<file path="src/rtl/tmr_pkg.sv">
// Package: shared field positions and the control register image type.
// Assumes the eight-bit register layout fixed by the requirements.
package tmr_pkg;
    localparam int SEL_W    = 3;
    localparam int OVF_BIT  = 7;
    localparam int SEL_LSB  = 4;
    localparam int CEN_BIT  = 1;
    localparam int UE_BIT   = 0;

    typedef struct packed {
        logic             ovf;
        logic [SEL_W-1:0] sel;
        logic             cen;
        logic             ue;
    } tmr_ctl_t;
endpackage

</file>
<file path="src/rtl/tmr_ctl_reg.sv">
// Module: control register. Merges byte and bit writes into one image,
// applies the unit-enable gating and resolves a flag write against a
// hardware overflow set. Assumes hw_ovf is only raised while ue is 1.
module tmr_ctl_reg
    import tmr_pkg::*;
(
    input  logic       clk,
    input  logic       rst_n,
    input  logic       byte_we,
    input  logic [7:0] byte_wdata,
    input  logic       bit_we,
    input  logic [2:0] bit_idx,
    input  logic       bit_val,
    input  logic       hw_ovf,
    output tmr_ctl_t   ctl,
    output logic [7:0] rdata
);
    tmr_ctl_t   ctl_q;
    tmr_ctl_t   ctl_d;
    logic [7:0] cur_img;
    logic [7:0] wr_img;
    logic       wr_any;
    logic       flag_wr;

    // Purpose: build the current readable image with reserved bits forced low.
    always_comb begin
        cur_img                         = '0;
        cur_img[OVF_BIT]                = ctl_q.ovf;
        cur_img[SEL_LSB +: SEL_W]       = ctl_q.sel;
        cur_img[CEN_BIT]                = ctl_q.cen;
        cur_img[UE_BIT]                 = ctl_q.ue;
    end

    // Purpose: form the write image; a byte write wins over a bit write.
    always_comb begin
        wr_img = cur_img;
        if (byte_we) begin
            wr_img = byte_wdata;
        end else if (bit_we) begin
            wr_img[bit_idx] = bit_val;
        end
        wr_any  = byte_we | bit_we;
        flag_wr = byte_we | (bit_we && (bit_idx == 3'(OVF_BIT)));
    end

    // Purpose: next-state rules for gating, clearing, hardware set and conflict.
    always_comb begin
        ctl_d = ctl_q;
        if (ctl_q.ue && hw_ovf) begin
            ctl_d.ovf = 1'b1;
        end
        if (wr_any) begin
            if (!ctl_q.ue) begin
                ctl_d    = '0;
                ctl_d.ue = wr_img[UE_BIT];
            end else if (!wr_img[UE_BIT]) begin
                ctl_d = '0;
            end else begin
                ctl_d.sel = wr_img[SEL_LSB +: SEL_W];
                ctl_d.cen = wr_img[CEN_BIT];
                if (flag_wr) begin
                    ctl_d.ovf = wr_img[OVF_BIT];
                end
            end
        end
    end

    // Purpose: hold the register state.
    always_ff @(posedge clk) begin
        if (!rst_n) begin
            ctl_q <= '0;
        end else begin
            ctl_q <= ctl_d;
        end
    end

    assign ctl   = ctl_q;
    assign rdata = cur_img;
endmodule

</file>
<file path="src/rtl/tmr_prescaler.sv">
// Module: prescaler. Divides the clock by 2**sel and emits a one-cycle tick.
// Assumes it restarts from zero whenever counting is disabled or the unit is off.
module tmr_prescaler #(
    parameter int SEL_W = 3,
    localparam int PRE_W = (1 << SEL_W) - 1
) (
    input  logic             clk,
    input  logic             rst_n,
    input  logic             run,
    input  logic [SEL_W-1:0] sel,
    output logic             tick
);
    logic [PRE_W-1:0] pre_q;
    logic [PRE_W-1:0] mask;

    // One mask bit per prescaler stage, set when the select reaches past it.
    for (genvar i = 0; i < PRE_W; i++) begin : g_mask
        assign mask[i] = (32'(sel) > i);
    end

    // Purpose: free-running divider, cleared while not running.
    always_ff @(posedge clk) begin
        if (!rst_n || !run) begin
            pre_q <= '0;
        end else begin
            pre_q <= pre_q + 1'b1;
        end
    end

    assign tick = run && ((pre_q & mask) == mask);
endmodule

</file>
<file path="src/rtl/tmr_counter.sv">
// Module: the counter with its compare-clear and wrap detection.
// Assumes the tick only arrives while counting is enabled.
module tmr_counter #(
    parameter int CNT_W = 16
) (
    input  logic             clk,
    input  logic             rst_n,
    input  logic             unit_en,
    input  logic             tick,
    input  logic             cmp_mode,
    input  logic             clr_on_match,
    input  logic [CNT_W-1:0] cmp_val,
    output logic [CNT_W-1:0] count,
    output logic             wrap_evt,
    output logic             ovf_irq
);
    localparam logic [CNT_W-1:0] ALL_ONES = '1;

    logic [CNT_W-1:0] cnt_q;
    logic             clr_hit;

    // Purpose: decide between a compare clear and a true wrap for this tick.
    always_comb begin
        clr_hit  = tick && cmp_mode && clr_on_match && (cnt_q == cmp_val);
        wrap_evt = tick && !clr_hit && (cnt_q == ALL_ONES);
    end

    // Purpose: count register, held in reset while the unit is disabled.
    always_ff @(posedge clk) begin
        if (!rst_n || !unit_en) begin
            cnt_q <= '0;
        end else if (clr_hit) begin
            cnt_q <= '0;
        end else if (tick) begin
            cnt_q <= cnt_q + 1'b1;
        end
    end

    // Purpose: one-cycle interrupt pulse aligned with the flag set.
    always_ff @(posedge clk) begin
        if (!rst_n || !unit_en) begin
            ovf_irq <= 1'b0;
        end else begin
            ovf_irq <= wrap_evt;
        end
    end

    assign count = cnt_q;
endmodule

</file>
<file path="src/rtl/tmr_ctl_unit.sv">
// Module: top of the timer. Connects the control register, the prescaler
// and the counter. Assumes a single clock domain and synchronous reset.
module tmr_ctl_unit
    import tmr_pkg::*;
#(
    parameter int CNT_W = 16
) (
    input  logic             clk,
    input  logic             rst_n,
    input  logic             byte_we,
    input  logic [7:0]       byte_wdata,
    input  logic             bit_we,
    input  logic [2:0]       bit_idx,
    input  logic             bit_val,
    input  logic             cmp_mode,
    input  logic             clr_on_match,
    input  logic [CNT_W-1:0] cmp_val,
    output logic [7:0]       ctl_rdata,
    output logic [CNT_W-1:0] count,
    output logic             ovf_irq
);
    tmr_ctl_t ctl;
    logic     tick;
    logic     wrap_evt;

    tmr_ctl_reg u_reg (
        .clk        (clk),
        .rst_n      (rst_n),
        .byte_we    (byte_we),
        .byte_wdata (byte_wdata),
        .bit_we     (bit_we),
        .bit_idx    (bit_idx),
        .bit_val    (bit_val),
        .hw_ovf     (wrap_evt),
        .ctl        (ctl),
        .rdata      (ctl_rdata)
    );

    tmr_prescaler #(.SEL_W(SEL_W)) u_pre (
        .clk   (clk),
        .rst_n (rst_n),
        .run   (ctl.ue && ctl.cen),
        .sel   (ctl.sel),
        .tick  (tick)
    );

    tmr_counter #(.CNT_W(CNT_W)) u_cnt (
        .clk          (clk),
        .rst_n        (rst_n),
        .unit_en      (ctl.ue),
        .tick         (tick),
        .cmp_mode     (cmp_mode),
        .clr_on_match (clr_on_match),
        .cmp_val      (cmp_val),
        .count        (count),
        .wrap_evt     (wrap_evt),
        .ovf_irq      (ovf_irq)
    );
endmodule

</file>
<file path="config.mk">
export PLATFORM = sky130hd
export DESIGN_NAME = tmr_ctl_unit
export DESIGN_NICKNAME = d
export VERILOG_FILES = /design/src/rtl/tmr_pkg.sv /design/src/rtl/tmr_ctl_reg.sv /design/src/rtl/tmr_prescaler.sv /design/src/rtl/tmr_counter.sv /design/src/rtl/tmr_ctl_unit.sv
export SDC_FILE = /design/constraint.sdc
export NUM_CORES = 1
export LEC_CHECK = 0
export ABC_AREA = 1
export BUFFER_PORTS_ARGS = -buffer_cell sky130_fd_sc_hd__buf_2
export CAP_MARGIN = 0
export CORE_MARGIN = 2
export CORE_UTILIZATION = 40
export CTS_CLUSTER_SIZE = 12
export DETAILED_ROUTE_END_ITERATION = 10
export GPL_TIMING_DRIVEN = 0
export PLACE_DENSITY = 0.72
export SYNTH_ARGS = -nofsm -noshare
export SYNTH_HDL_FRONTEND = slang
export SYNTH_SLANG_ARGS = --single-unit
</file>
<file path="constraint.sdc">
create_clock -name clk -period 2.2 [get_ports clk]
set_input_delay 0 -clock clk [delete_from_list [all_inputs] [get_ports clk]]
set_output_delay 0 -clock clk [all_outputs]
set_load 0.1 [all_outputs]
</file>
Yosys cells after proc, flatten, opt, wreduce, memory -nomap -nowiden
Index checks and enable logic that the tools add are counted.
{"block": "op_classes", "n_addsub": 2, "n_mul": 0, "div": 0, "magnitude_cmp": 9, "n_eq_ne": 6, "n_shift": 0, "mux": 11, "n_bitwise": 3, "reduce_logical": 18}
{"op": "adder 16 x 1 -> 16 bit (second input constant)", "count": 1}
{"op": "equality test 16 bit", "count": 1}
{"op": "equality test 16 bit (second input constant)", "count": 1}
{"op": "2-to-1 mux 8 bit", "count": 2}
{"op": "2-to-1 mux 6 bit", "count": 2}
{"op": "logical AND 1 bit", "count": 10}
{"op": "greater-than comparator 3 bit (second input constant)", "count": 3}
{"op": "bitwise mux 8 bit", "count": 1}
{"op": "adder 7 x 1 -> 7 bit (second input constant)", "count": 1}
{"op": "AND 7 bit", "count": 1}
{"op": "equality test 7 bit", "count": 1}
{"op": "greater-than comparator 3 x 1 -> 1 bit (second input constant)", "count": 2}
{"op": "greater-than comparator 3 x 2 -> 1 bit (second input constant)", "count": 2}
{"op": "inequality test 6 bit (second input constant)", "count": 1}
{"op": "2-to-1 mux 5 bit", "count": 1}
{"op": "zero test 1 bit", "count": 4}
{"op": "< comparator 3 x 4 -> 1 bit (second input constant)", "count": 1}
{"op": "2-to-1 mux 1 bit", "count": 4}
{"op": "inequality test 4 bit (second input constant)", "count": 1}
{"op": "demux 1 bit (select 3 bit)", "count": 1}
{"op": "equality test 3 bit (second input constant)", "count": 1}
{"op": "greater-or-equal comparator 3 x 1 -> 1 bit (second input constant)", "count": 1}
{"op": "logical OR 1 bit", "count": 2}
{"op": "bitwise OR 1 bit", "count": 2}
{"op": "2 further kinds", "count": 2}
{"block": "totals", "regBits": 30, "latchBits": 0, "mem_bits_rw": 0, "rom_bits": 0, "input_bits": 34, "mem_count": 0}

Longest topological paths before layout
{"block": "depth", "ltp_word": 16, "mapped_depth": 13}

By module
Synthesis repeated with hierarchy kept, for this count alone.
{"block": "unflattened", "hier_cells": 318, "area_unflattened_um2": 1976.9}
{"module": "tmr_counter", "instances": 1, "cells_per_inst": 184, "area_per_inst_um2": 1116.1, "seq_area_each_um2": 340.3}
{"module": "tmr_ctl_reg", "instances": 1, "cells_per_inst": 82, "area_per_inst_um2": 511.7, "seq_area_each_um2": 120.1}
{"module": "tmr_prescaler", "instances": 1, "cells_per_inst": 50, "area_per_inst_um2": 341.6, "seq_area_each_um2": 140.1}
{"module": "tmr_ctl_unit", "instances": 1, "cells_per_inst": 2, "area_per_inst_um2": 7.5, "seq_area_each_um2": 0.0}

Least setup slack after synthesis
OpenSTA, ideal clock, no wires.
{"block": "synth_path", "path_kind": "reg2reg", "from": "reg u_cnt.cnt_q[0], in the netlist u_cnt.count[0]", "to": "reg u_cnt.cnt_q[14], in the netlist u_cnt.count[14]", "setup_ns": 0.078, "t_arrival_ns": 2.100, "setup_slack_ns": 0.022, "stages_incl_launch_ff": 10, "path_buffers": 0, "period_less_slack_ns": 2.178, "cell_sequence": "dfxtp_1 -> ha_1 -> nand2_1 -> inv_1 -> nand4_1 -> nor2_1 -> nand3_2 -> nor2_1 -> nor2_1 -> nor3_1"}
{"block": "synth_between", "elab_chain_len": 3, "word_cells_on_any_way": 4, "classes_between": "add/sub (1); eq/ne (1); reduce/logical (2)"}
{"element": "start: declaration", "line_no": "tmr_counter.sv:19", "rtl": "logic [CNT_W-1:0] cnt_q;"}
{"element": "start signal: assignment", "line_no": "tmr_counter.sv:35", "rtl": "cnt_q <= cnt_q + 1'b1;"}
{"element": "parallel branches: the longest is 3 deep, another holds adder 16 x 1 -> 16 bit"}
Several ways; the timed one is not identified.
A chain may end at the register's enable or synchronous reset.

Worst setup path after layout
{"block": "layout_path", "from": "reg u_cnt.cnt_q[0], in the netlist u_cnt.count[0]", "to": "reg u_cnt.cnt_q[11], in the netlist u_cnt.count[11]"}
Same word-level chain as after synthesis.

==> reports/results.txt <==
Status -> finished clean
Number of global-route vias before repair -> 1987
Post-CTS Hold Buffers -> 0
First drt pass iteration count -> 5
Max Fclk -> 0.5709 GHz
Xor/xnor cell area share of the yosys netlist -> 5.578%
Post-detail-place hpwl -> 4426 um
ANT nets after route -> 0
Sequential share of the synthesized area -> 27.32%
Pwr per Cell Area -> 429.0 nW/um^2
Number of synthesized flops with an enable pin -> 0
Post-synth top area cell -> dfxtp_1
Clock Tree Buf Depth -> 2
Die Ht -> 78.14 um
Worst setup EP type -> register
CTS Buf Count -> 5
# rows -> 26
Share of the synthesized area in the top cell type -> 27.32%
Hold WC Path Type -> primary input to register
Critical path class -> register to register
Top Metal Used -> met4
Wire length of the first global-routing pass -> 8907 um
RSZ-0062 raised after global routing -> no
Tot GR Track Use -> 18.25%
Maximum vdd drop -> 0.2110 mV
Diode count -> 0
Port bufs -> 53
Register area -> 600.6 um^2
Top Ports -> 59
Asr flop ratio synth -> 0%
CP arrival -> 1.93 ns
Post_cts resized -> 0
Top-count cell post-synth -> nand2_1
Synthesized area per cell -> 5.942 um^2
Hold WS -> 0.09274 ns
Core ar. -> 5205 um^2
Placed Area -> 2555 um^2
Final Hold Viols -> 0
Startpoint Class -> register
Met1 Wirelength -> 2662 um
Synth Flop Type -> dfxtp_1
Final period util -> 79.62%
Clk_lat worst skew -> 0.28 ns
H-Tree Depth -> 2
Initial DRC Count -> 138
CP max FO -> 10
Fin area -> 2631 um^2
Vias -> 2334
Final GP Congestion -> 0.8545
MaxCap Viol Count -> 0
Synth cell types -> 32
Overflow after GRT -> 0
Final slew viol count -> 0
CTS root buffer -> clkbuf_8
Synth Warn # -> 0
Setup TNS -> 0 ns
Post-Synth Simple-Gate Area -> 41.15%
Post-CTS Setup Repair Bufs -> 0
Metal2 WL -> 2386 um
Synth top cells by count -> nand2_1, inv_1, nor2_1, dfxtp_1, nor3_1
Clk sinks -> 30
Met3 WL -> 325 um
Critical Path RT -> 2.38 ns
Layout cell share with drive strength beyond 1 -> 18.10%
Reg2reg setup slack -> 0.45 ns
Filler Cells Inserted -> 543
Largest net degree at the start of global routing -> 11
Wire length per cell -> 10.88 um
Die Span X -> 78.14 um
Worst clock skew -> 0.001702 ns
Initial antenna violation count -> 0
Top post-synthesis cells by area -> dfxtp_1, nand2_1, inv_1
Leakage -> 1.232 nW
CTS clk-pin slew, worst paths -> 0.06 ns
Vias per inst -> 4.659
Synthesis-stage register bit count -> 30
Setup Viol. Count Final -> 0
CTS tree -> built
Synthesized instance count -> 370
Initial cell density of the core -> 42.24%
Post-Synth Adder-Cell Area -> 1.138%
Main combinational cell family by area after synthesis -> simple AND/OR/NAND/NOR gates
Final WL -> 5451 um
Synth-to-Final Area Change -> 19.69%
Mux contribution to synthesized area -> 0%
Area occupied by multi-input gates -> 1271 um^2
Residual DRC count -> 0
Die ar. -> 6105 um^2
Mapped Area -> 2198 um^2
Synth Area in Compound Gates -> 9.619%
Post-layout min period -> 1.752 ns
Fin nets -> 467
[registers in the layout, indices dropped and copies added, names as in the netlist]
name	flops
u_reg.ctl	6
u_pre.pre_q	7
u_cnt.ovf_irq	1
u_cnt.count	16
[per-stage QoR]
step | cells | setup slack, ns | power, W | utilization, %
after floorplan | 371 | 0.02221 | 0.0006729 | -
after global placement | 494 | 0.4837 | 0.0007242 | 49.09
after detailed placement | 494 | 0.4657 | 0.0007262 | 49.09
after CTS | 501 | 0.4577 | 0.001141 | 50.55
after global routing | 501 | 0.3306 | 0.001190 | 50.55
final | 501 | 0.4485 | 0.001129 | 50.55
[where the power goes]
group | switching [W] | total [W] | leakage (nW) | internal [W]
sequential | 0.00000458 | 0.000551 | 0.242 | 0.000546
clock | 0.000197 | 0.000414 | 0.0383 | 0.000217
combinational | 0.000106 | 0.000164 | 0.952 | 0.0000576
[path summary, 6_finish.rpt]
kind,start,endpoint,cells after the start
max,u_cnt.count[0]$_SDFFE_PP0N_,u_cnt.count[11]$_SDFFE_PP0N_,9
min,rst_n,u_reg.ctl[0]$_SDFFE_PN0N_,3
max reg2reg,u_cnt.count[0]$_SDFFE_PP0N_,u_cnt.count[11]$_SDFFE_PP0N_,9
min reg2reg,u_pre.pre_q[0]$_SDFF_PP0_,u_pre.pre_q[0]$_SDFF_PP0_,1
[cell families (layout without fill, tap and decap cells)]
kind of cell | count (synthesis) | count (layout)
compound gates | 37 | 37
xor+xnor | 14 | 14
fa+ha+maj | 2 | 2
buf+inv | 79 | 139
flops | 30 | 30
other cells | 1 | 2
simple gates | 207 | 207
[final cells by class]
class	count	share of cell area [%]
multi-input combinational	262	48.31
clock buffer	7	2.901
buffer	9	2.568
timing repair buffer	53	10.08
tap	70	3.329
sequential	30	22.82
inverter	70	9.986
[per-layer routing]
layer | up-vias | track usage, %
met2 | 73 | 28.36
li1 | 1259 | -
met4 | 0 | 6.491
met1 | 996 | 25.23
met5 | - | 0
met3 | 6 | 3.448
[worst max-delay path, stage by stage, from the launching register on]
cell and delay, ns:
dfxtp_1 0.47, inv_1 0.10, nand2_1 0.10, nand3_1 0.07, nand3b_1 0.17, nor2_1 0.21
nand3_2 0.11, nand3_2 0.18, buf_6 0.17, a21oi_1 0.05
[layout by cell type (no fill, tap or decap), types with 7 or more instances in the layout]
cell / n
nand2_1: 111
inv_1: 70
buf_2: 56
nor2_1: 41
dfxtp_1: 30
nor3_1: 20
a21oi_1: 17
nand3_1: 14
xor2_1: 9
nand4_1: 7
o21ai_0: 7
Power figures use the tool's default switching activity.
